<file path="config.mk">
export PLATFORM = sky130hd
export DESIGN_NAME = sexc_regfile
export DESIGN_NICKNAME = d
export VERILOG_FILES = /design/src/rtl/sexc_pkg.sv /design/src/rtl/sexc_decode.sv /design/src/rtl/sexc_prio_bank.sv /design/src/rtl/sexc_readmux.sv /design/src/rtl/sexc_regfile.sv
export SDC_FILE = /design/constraint.sdc
export NUM_CORES = 1
export LEC_CHECK = 0
export BUFFER_PORTS_ARGS = -buffer_cell sky130_fd_sc_hd__buf_2
export CORE_MARGIN = 2
export CORE_UTILIZATION = 40
export DETAILED_ROUTE_END_ITERATION = 10
export GPL_ROUTABILITY_DRIVEN = 0
export PLACE_DENSITY = 0.77
export SYNTH_ARGS = -nofsm -noshare
export SYNTH_HDL_FRONTEND = slang
export SYNTH_SLANG_ARGS = --single-unit
</file>
<file path="constraint.sdc">
create_clock -name clk -period 3 [get_ports clk]
set_clock_uncertainty 0.15 [all_clocks]
set_input_delay 0.45 -clock clk [delete_from_list [all_inputs] [get_ports clk]]
set_output_delay 0.45 -clock clk [all_outputs]
set_load 0.01 [all_outputs]
</file>
<file path="src/rtl/sexc_pkg.sv">
package sexc_pkg;

    localparam int ADDR_W  = 12;
    localparam int DATA_W  = 32;
    localparam int NUM_EXC = 8;

    // Bit order of every per-exception vector
    localparam int EXC_NMI    = 0;
    localparam int EXC_MEM    = 1;
    localparam int EXC_BUS    = 2;
    localparam int EXC_USAGE  = 3;
    localparam int EXC_SVC    = 4;
    localparam int EXC_DEBUG  = 5;
    localparam int EXC_PENDSV = 6;
    localparam int EXC_TICK   = 7;

    // Exceptions whose enable cannot be turned off
    localparam logic [NUM_EXC-1:0] FIXED_EN = 8'hF1;

    // Byte offsets of the implemented words
    localparam logic [ADDR_W-1:0] REG_CTRLTYPE  = 12'h004;
    localparam logic [ADDR_W-1:0] REG_INTSTATE  = 12'hD04;
    localparam logic [ADDR_W-1:0] REG_VECBASE   = 12'hD08;
    localparam logic [ADDR_W-1:0] REG_RSTCTRL   = 12'hD0C;
    localparam logic [ADDR_W-1:0] REG_PRIO_BASE = 12'hD18;
    localparam logic [ADDR_W-1:0] REG_HSTAT     = 12'hD24;

    // Interrupt state write bits
    localparam int IS_NMI_SET  = 31;
    localparam int IS_SRV_SET  = 28;
    localparam int IS_SRV_CLR  = 27;
    localparam int IS_TICK_SET = 26;
    localparam int IS_TICK_CLR = 25;

    // Reset control
    localparam logic [15:0] RST_KEY     = 16'h05FA;
    localparam int          RST_REQ_BIT = 2;

    // Vector base alignment
    localparam int VB_ZERO_BITS = 7;
    localparam int VB_W         = DATA_W - VB_ZERO_BITS;

    // Handler status enable bits
    localparam int HS_EN_LSB = 16;
    localparam int CFG_EN_W  = 3;

    typedef struct packed {
        logic ctrltype;
        logic intstate;
        logic vecbase;
        logic rstctrl;
        logic hstat;
    } sexc_sel_t;

    typedef struct packed {
        logic [NUM_EXC-1:0]  pend;
        logic [NUM_EXC-1:0]  act;
        logic [CFG_EN_W-1:0] cfg_en;   // 0 mem, 1 bus, 2 usage
        logic [VB_W-1:0]     vbase;
        logic                rst_req;
    } sexc_state_t;

endpackage

</file>
<file path="src/rtl/sexc_decode.sv">
module sexc_decode
    import sexc_pkg::*;
#(
    parameter int PRIO_WORDS = 3
) (
    input  logic [ADDR_W-1:0]     addr,
    output sexc_sel_t             sel,
    output logic [PRIO_WORDS-1:0] prio_sel
);

    localparam int WA_W = ADDR_W - 2;

    logic [WA_W-1:0] word_addr;

    assign word_addr = addr[ADDR_W-1:2];

    always_comb begin
        sel          = '0;
        sel.ctrltype = (word_addr == REG_CTRLTYPE[ADDR_W-1:2]);
        sel.intstate = (word_addr == REG_INTSTATE[ADDR_W-1:2]);
        sel.vecbase  = (word_addr == REG_VECBASE[ADDR_W-1:2]);
        sel.rstctrl  = (word_addr == REG_RSTCTRL[ADDR_W-1:2]);
        sel.hstat    = (word_addr == REG_HSTAT[ADDR_W-1:2]);
    end

    for (genvar w = 0; w < PRIO_WORDS; w++) begin : g_prio_dec
        assign prio_sel[w] = (word_addr == (REG_PRIO_BASE[ADDR_W-1:2] + WA_W'(w)));
    end

endmodule

</file>
<file path="src/rtl/sexc_prio_bank.sv">
module sexc_prio_bank
    import sexc_pkg::*;
#(
    parameter int PRIO_WORDS = 3
) (
    input  logic                         clk,
    input  logic                         rst_n,
    input  logic                         we,
    input  logic [PRIO_WORDS-1:0]        sel,
    input  logic [DATA_W-1:0]            wdata,
    output logic [PRIO_WORDS*DATA_W-1:0] words_o
);

    for (genvar w = 0; w < PRIO_WORDS; w++) begin : g_word
        logic [DATA_W-1:0] word_d;
        logic [DATA_W-1:0] word_q;

        always_comb begin
            word_d = word_q;
            if (we && sel[w]) begin
                word_d = wdata;
            end
        end

        always_ff @(posedge clk or negedge rst_n) begin
            if (!rst_n) begin
                word_q <= '0;
            end else begin
                word_q <= word_d;
            end
        end

        assign words_o[w*DATA_W +: DATA_W] = word_q;
    end

endmodule

</file>
<file path="src/rtl/sexc_readmux.sv">
module sexc_readmux
    import sexc_pkg::*;
#(
    parameter int PRIO_WORDS = 3
) (
    input  sexc_sel_t                    sel,
    input  logic [PRIO_WORDS-1:0]        prio_sel,
    input  logic [PRIO_WORDS*DATA_W-1:0] prio_words,
    input  sexc_state_t                  st,
    input  logic [DATA_W-1:0]            ctrltype_val,
    output logic [DATA_W-1:0]            rdata
);

    logic [DATA_W-1:0] intstate_rd;
    logic [DATA_W-1:0] hstat_rd;

    always_comb begin
        intstate_rd              = '0;
        intstate_rd[IS_NMI_SET]  = st.pend[EXC_NMI];
        intstate_rd[IS_SRV_SET]  = st.pend[EXC_PENDSV];
        intstate_rd[IS_TICK_SET] = st.pend[EXC_TICK];
    end

    always_comb begin
        hstat_rd     = '0;
        hstat_rd[0]  = st.act[EXC_MEM];
        hstat_rd[1]  = st.act[EXC_BUS];
        hstat_rd[3]  = st.act[EXC_USAGE];
        hstat_rd[7]  = st.act[EXC_SVC];
        hstat_rd[8]  = st.act[EXC_DEBUG];
        hstat_rd[10] = st.act[EXC_PENDSV];
        hstat_rd[11] = st.act[EXC_TICK];
        hstat_rd[12] = st.pend[EXC_USAGE];
        hstat_rd[13] = st.pend[EXC_MEM];
        hstat_rd[14] = st.pend[EXC_BUS];
        hstat_rd[15] = st.pend[EXC_SVC];
        hstat_rd[HS_EN_LSB +: CFG_EN_W] = st.cfg_en;
    end

    always_comb begin
        rdata = '0;
        if (sel.ctrltype) begin
            rdata = ctrltype_val;
        end
        if (sel.intstate) begin
            rdata = intstate_rd;
        end
        if (sel.vecbase) begin
            rdata = {st.vbase, {VB_ZERO_BITS{1'b0}}};
        end
        if (sel.hstat) begin
            rdata = hstat_rd;
        end
        for (int w = 0; w < PRIO_WORDS; w++) begin
            if (prio_sel[w]) begin
                rdata = prio_words[w*DATA_W +: DATA_W];
            end
        end
    end

endmodule

</file>
<file path="src/rtl/sexc_regfile.sv">
module sexc_regfile
    import sexc_pkg::*;
#(
    parameter int NUM_IRQ    = 64,
    parameter int PRIO_WORDS = 3
) (
    input  logic                         clk,
    input  logic                         rst_n,
    input  logic [ADDR_W-1:0]            reg_addr,
    input  logic                         reg_we,
    input  logic [DATA_W-1:0]            reg_wdata,
    output logic [DATA_W-1:0]            reg_rdata,
    input  logic [NUM_EXC-1:0]           exc_set_pend_i,
    input  logic [NUM_EXC-1:0]           exc_ack_i,
    input  logic [NUM_EXC-1:0]           exc_done_i,
    output logic [NUM_EXC-1:0]           exc_pending_o,
    output logic [NUM_EXC-1:0]           exc_active_o,
    output logic [NUM_EXC-1:0]           exc_enable_o,
    output logic [PRIO_WORDS*DATA_W-1:0] prio_o,
    output logic [DATA_W-1:0]            vtor_o,
    output logic                         sys_reset_req_o
);

    localparam logic [DATA_W-1:0] CTRLTYPE_VAL = DATA_W'(NUM_IRQ / 32 - 1);

    sexc_sel_t             sel;
    logic [PRIO_WORDS-1:0] prio_sel;
    sexc_state_t           st_d;
    sexc_state_t           st_q;
    logic [NUM_EXC-1:0]    sw_set;
    logic [NUM_EXC-1:0]    sw_clr;

    sexc_decode #(.PRIO_WORDS(PRIO_WORDS)) u_decode (
        .addr     (reg_addr),
        .sel      (sel),
        .prio_sel (prio_sel)
    );

    sexc_prio_bank #(.PRIO_WORDS(PRIO_WORDS)) u_prio (
        .clk     (clk),
        .rst_n   (rst_n),
        .we      (reg_we),
        .sel     (prio_sel),
        .wdata   (reg_wdata),
        .words_o (prio_o)
    );

    // Software set/clear of pending bits from the interrupt state word
    always_comb begin
        sw_set = '0;
        sw_clr = '0;
        if (reg_we && sel.intstate) begin
            sw_set[EXC_NMI]    = reg_wdata[IS_NMI_SET];
            sw_set[EXC_PENDSV] = reg_wdata[IS_SRV_SET];
            sw_clr[EXC_PENDSV] = reg_wdata[IS_SRV_CLR];
            sw_set[EXC_TICK]   = reg_wdata[IS_TICK_SET];
            sw_clr[EXC_TICK]   = reg_wdata[IS_TICK_CLR];
        end
    end

    always_comb begin
        st_d = st_q;
        // set beats clear and acknowledge
        st_d.pend = (st_q.pend & ~sw_clr & ~exc_ack_i) | sw_set | exc_set_pend_i;
        // acknowledge beats completion
        st_d.act  = (st_q.act & ~exc_done_i) | exc_ack_i;
        if (reg_we && sel.hstat) begin
            st_d.cfg_en = reg_wdata[HS_EN_LSB +: CFG_EN_W];
        end
        if (reg_we && sel.vecbase) begin
            st_d.vbase = reg_wdata[DATA_W-1:VB_ZERO_BITS];
        end
        if (reg_we && sel.rstctrl && (reg_wdata[DATA_W-1:16] == RST_KEY)
            && reg_wdata[RST_REQ_BIT]) begin
            st_d.rst_req = 1'b1;
        end
    end

    always_ff @(posedge clk or negedge rst_n) begin
        if (!rst_n) begin
            st_q <= '0;
        end else begin
            st_q <= st_d;
        end
    end

    sexc_readmux #(.PRIO_WORDS(PRIO_WORDS)) u_rmux (
        .sel          (sel),
        .prio_sel     (prio_sel),
        .prio_words   (prio_o),
        .st           (st_q),
        .ctrltype_val (CTRLTYPE_VAL),
        .rdata        (reg_rdata)
    );

    always_comb begin
        exc_enable_o            = FIXED_EN;
        exc_enable_o[EXC_MEM]   = st_q.cfg_en[0];
        exc_enable_o[EXC_BUS]   = st_q.cfg_en[1];
        exc_enable_o[EXC_USAGE] = st_q.cfg_en[2];
    end

    assign exc_pending_o   = st_q.pend;
    assign exc_active_o    = st_q.act;
    assign vtor_o          = {st_q.vbase, {VB_ZERO_BITS{1'b0}}};
    assign sys_reset_req_o = st_q.rst_req;

endmodule


</file>
==> impl_metrics.ini <==
[routing]
drt_iter0_drc = 315
routed_wl_um = 20500
route.detailed.drc = 0
vias = 5546
first_pass_iters = 7
wl_per_cell_um = 19.8
routed_via_density = 5.36
antenna_left = 0

[critical_path]
startpoint_type = primary input
path_class = in -> out
r2r_start = exc_pending_o[6]$_DFF_PN0_
ff2ff_setup_slack_ns = 1.91
crit_arrival_ns = 2.30
cp_max_fo = 8
cp-end-kind = output port
cp.required_ns = 2.40
r2r_cells = 3
timing.rr.end = exc_pending_o[6]$_DFF_PN0_

[timing]
hold_violations = 0
min_period_over_period_pct = 96.5
fin_crit_ns = 2.90
rsz0062_at_grt = no
worst_slack_ns = 0.104
worstMarginPinSlew_ns = 0.585
setup_viol = 0
fmax_ghz = 0.345
maxSlewHeadroom_pct = 61.0
tns_ns = 0
slew_viol_final = 0

[clock_network]
clk_latency_ns = 0.41
cts_tree = built
cts_max_path_buffers = 2
clock_sinks = 141
clk_pin_slew_ns = 0.06
numCtsBuffers = 17
htreeDepth = 4
cts_setup_buffers = 0
cts_root_buf = clkbuf_16

[finish]
syn2layout_area_growth_pct = 32.1
fin_cells = 1035
final_cell_mix = buf_2, dfrtp_1, mux2_2, nor2_1, buf_4
nets = 874
diodes = 0
drive_above_1_share_pct = 54.1
design_area_um2 = 8880
final_common_cell = buf_2

[power_and_ir_drop]
power.switching_mw = 0.981
clock_power_share_pct = 48.5
power_density_nw_per_um2 = 496
ir_drop_v = 0.000370
comb_power_share_pct = 6.6
swShare_pct = 22.3
seqPwrFrac_pct = 44.9
leakagePower_nw = 5.08
intPower_mw = 3.43

[floorplan]
pin_count = 256
dieArea_um2 = 17900
die_y_um = 134
die_x_um = 134
row_count = 47
coreArea_um2 = 16500
initial_core_util_pct = 40.7

[place]
io_buffers = 241
dp.cells = 1003
place_area_um2 = 8280
pre_cts_ws_ns = 0.0669
hpwlAfterDp_um = 14700

[synthesis]
synth_cells = 547
ys.flop_type = dfrtp_1
syn_area_um2 = 6720
ys_ff_latch = 141
ys_warn_count = 0
async_flop_share_pct = 100
ys_types = 48
synth_edf_count = 0
syn_area_per_cell_um2 = 12.3
ys_seq_area_share_pct = 52.5

[global_route]
grt_start_max_net_pins = 65
grt-ovfl-total = 0
antenna_found_initial = 0
grt_pass1_vias = 5693
grt_first_pass_wirelength_um = 31700
grtUsageTotal_pct = 23.2

[min_path]
min-delay-start = exc_done_i[3]
whs_path_depth = 2
hold_path_class = in -> reg
min_to = exc_active_o[3]$_DFF_PN0_

[status]
status = completed

[job]
max_cap_violations = 0
[power by group through the flow]
stage	sequential (mW)	combinational [mW]	clock, mW
final	1.98	0.291	2.14
after global routing	1.98	0.320	2.28
after CTS	1.98	0.294	2.18
after global placement	2.01	0.286	0
after floorplan	2.02	0.0986	0
after detailed placement	2.01	0.291	0
[flip-flops by register name (all words and copies together), names as in the netlist]
name                  count
exc_active_o              8
exc_enable_o              3
exc_pending_o             8
sys_reset_req_o           1
u_prio.g_word.word_q     96
vtor_o                   25
[synth_stat cells (6+ instances only)]
master    count  area [µm²]
o21ai_0      21         105
o22ai_1       8        50.1
mux2_4       20         300
buf_4        12        90.1
nand2_1      14        52.6
a221oi_1     11        96.3
a21o_1       12        90.1
dfrtp_1     141        3530
inv_1        19        71.3
a22oi_1      15         113
buf_1         7        26.3
nor2_1       47         176
a21oi_1       9        45.0
a221o_1       6        60.1
clkbuf_1     20        75.1
mux2_2      114        1280
a22o_1        8        70.1
[worst max-delay path by stage]
stage	start	end	slack, ns	depth (start not counted)
2_1_floorplan	reg_addr[2]	reg_rdata[30]	0.23	7
3_3_place_gp	reg_addr[9]	reg_rdata[13]	0.06	8
3_5_place_dp	reg_addr[9]	reg_rdata[7]	0.07	8
4_1_cts	reg_addr[9]	reg_rdata[7]	0.05	8
5_1_grt	reg_addr[9]	reg_rdata[10]	0.04	8
6_report	reg_addr[9]	reg_rdata[7]	0.10	8
[layout make-up]
cell class	count	area, µm²
clock buffers	25	485
clock inverters	6	109
fillers	1448	7640
inverters	19	71.3
multi-input cells	350	2930
flip-flops and latches	141	3530
well taps	220	275
repair buffers	274	1490
[critical path: stages]
cell,delay (ns)
buf_2,0.11
or4b_1,0.60
or2_4,0.34
nor3_1,0.21
buf_4,0.19
a21o_1,0.12
a221o_1,0.14
buf_2,0.13
[metrics by stage]
step	power, mW	hold WS (ns)	utilization [%]
3_5_place_dp	2.30	0.318	50.1
3_3_place_gp	2.29	0.303	50.1
4_1_cts	4.45	0.0342	53.7
2_1_floorplan	2.12	0.00441	-
5_1_grt	4.58	0.0264	53.8
6_report	4.41	0.0511	53.8
[what timing repair did]
item / CTS / global route
hold buffers: 1 / 0
endpoints found under the setup margin: 0 / 5
gates resized for setup: 0 / 1
hold endpoints to repair: 58 / 0
[routing by layer]
layer | track usage [%] | part of all wire (%) | vias up
met2 | 39.7 | 50 | 273
met4 | 9.40 | 2.7 | 0
met3 | 7.46 | 8.1 | 43
li1 | - | - | 2488
met1 | 27.1 | 39 | 2742
met5 | 0 | 0 | -
[cells by family (layout without fill, tap and decap cells)]
| kind of cell | count (synthesis) | count (layout) | synth area share (%) |
|---|---|---|---|
| compound gates | 105 | 105 | 11.3 |
| buf+inv | 66 | 324 | 4.88 |
| other cells | 2 | 12 | 0.112 |
| mux | 138 | 138 | 24.2 |
| flops | 141 | 141 | 52.5 |
| simple gates | 95 | 95 | 7.09 |
Power figures use the tool's default switching activity.
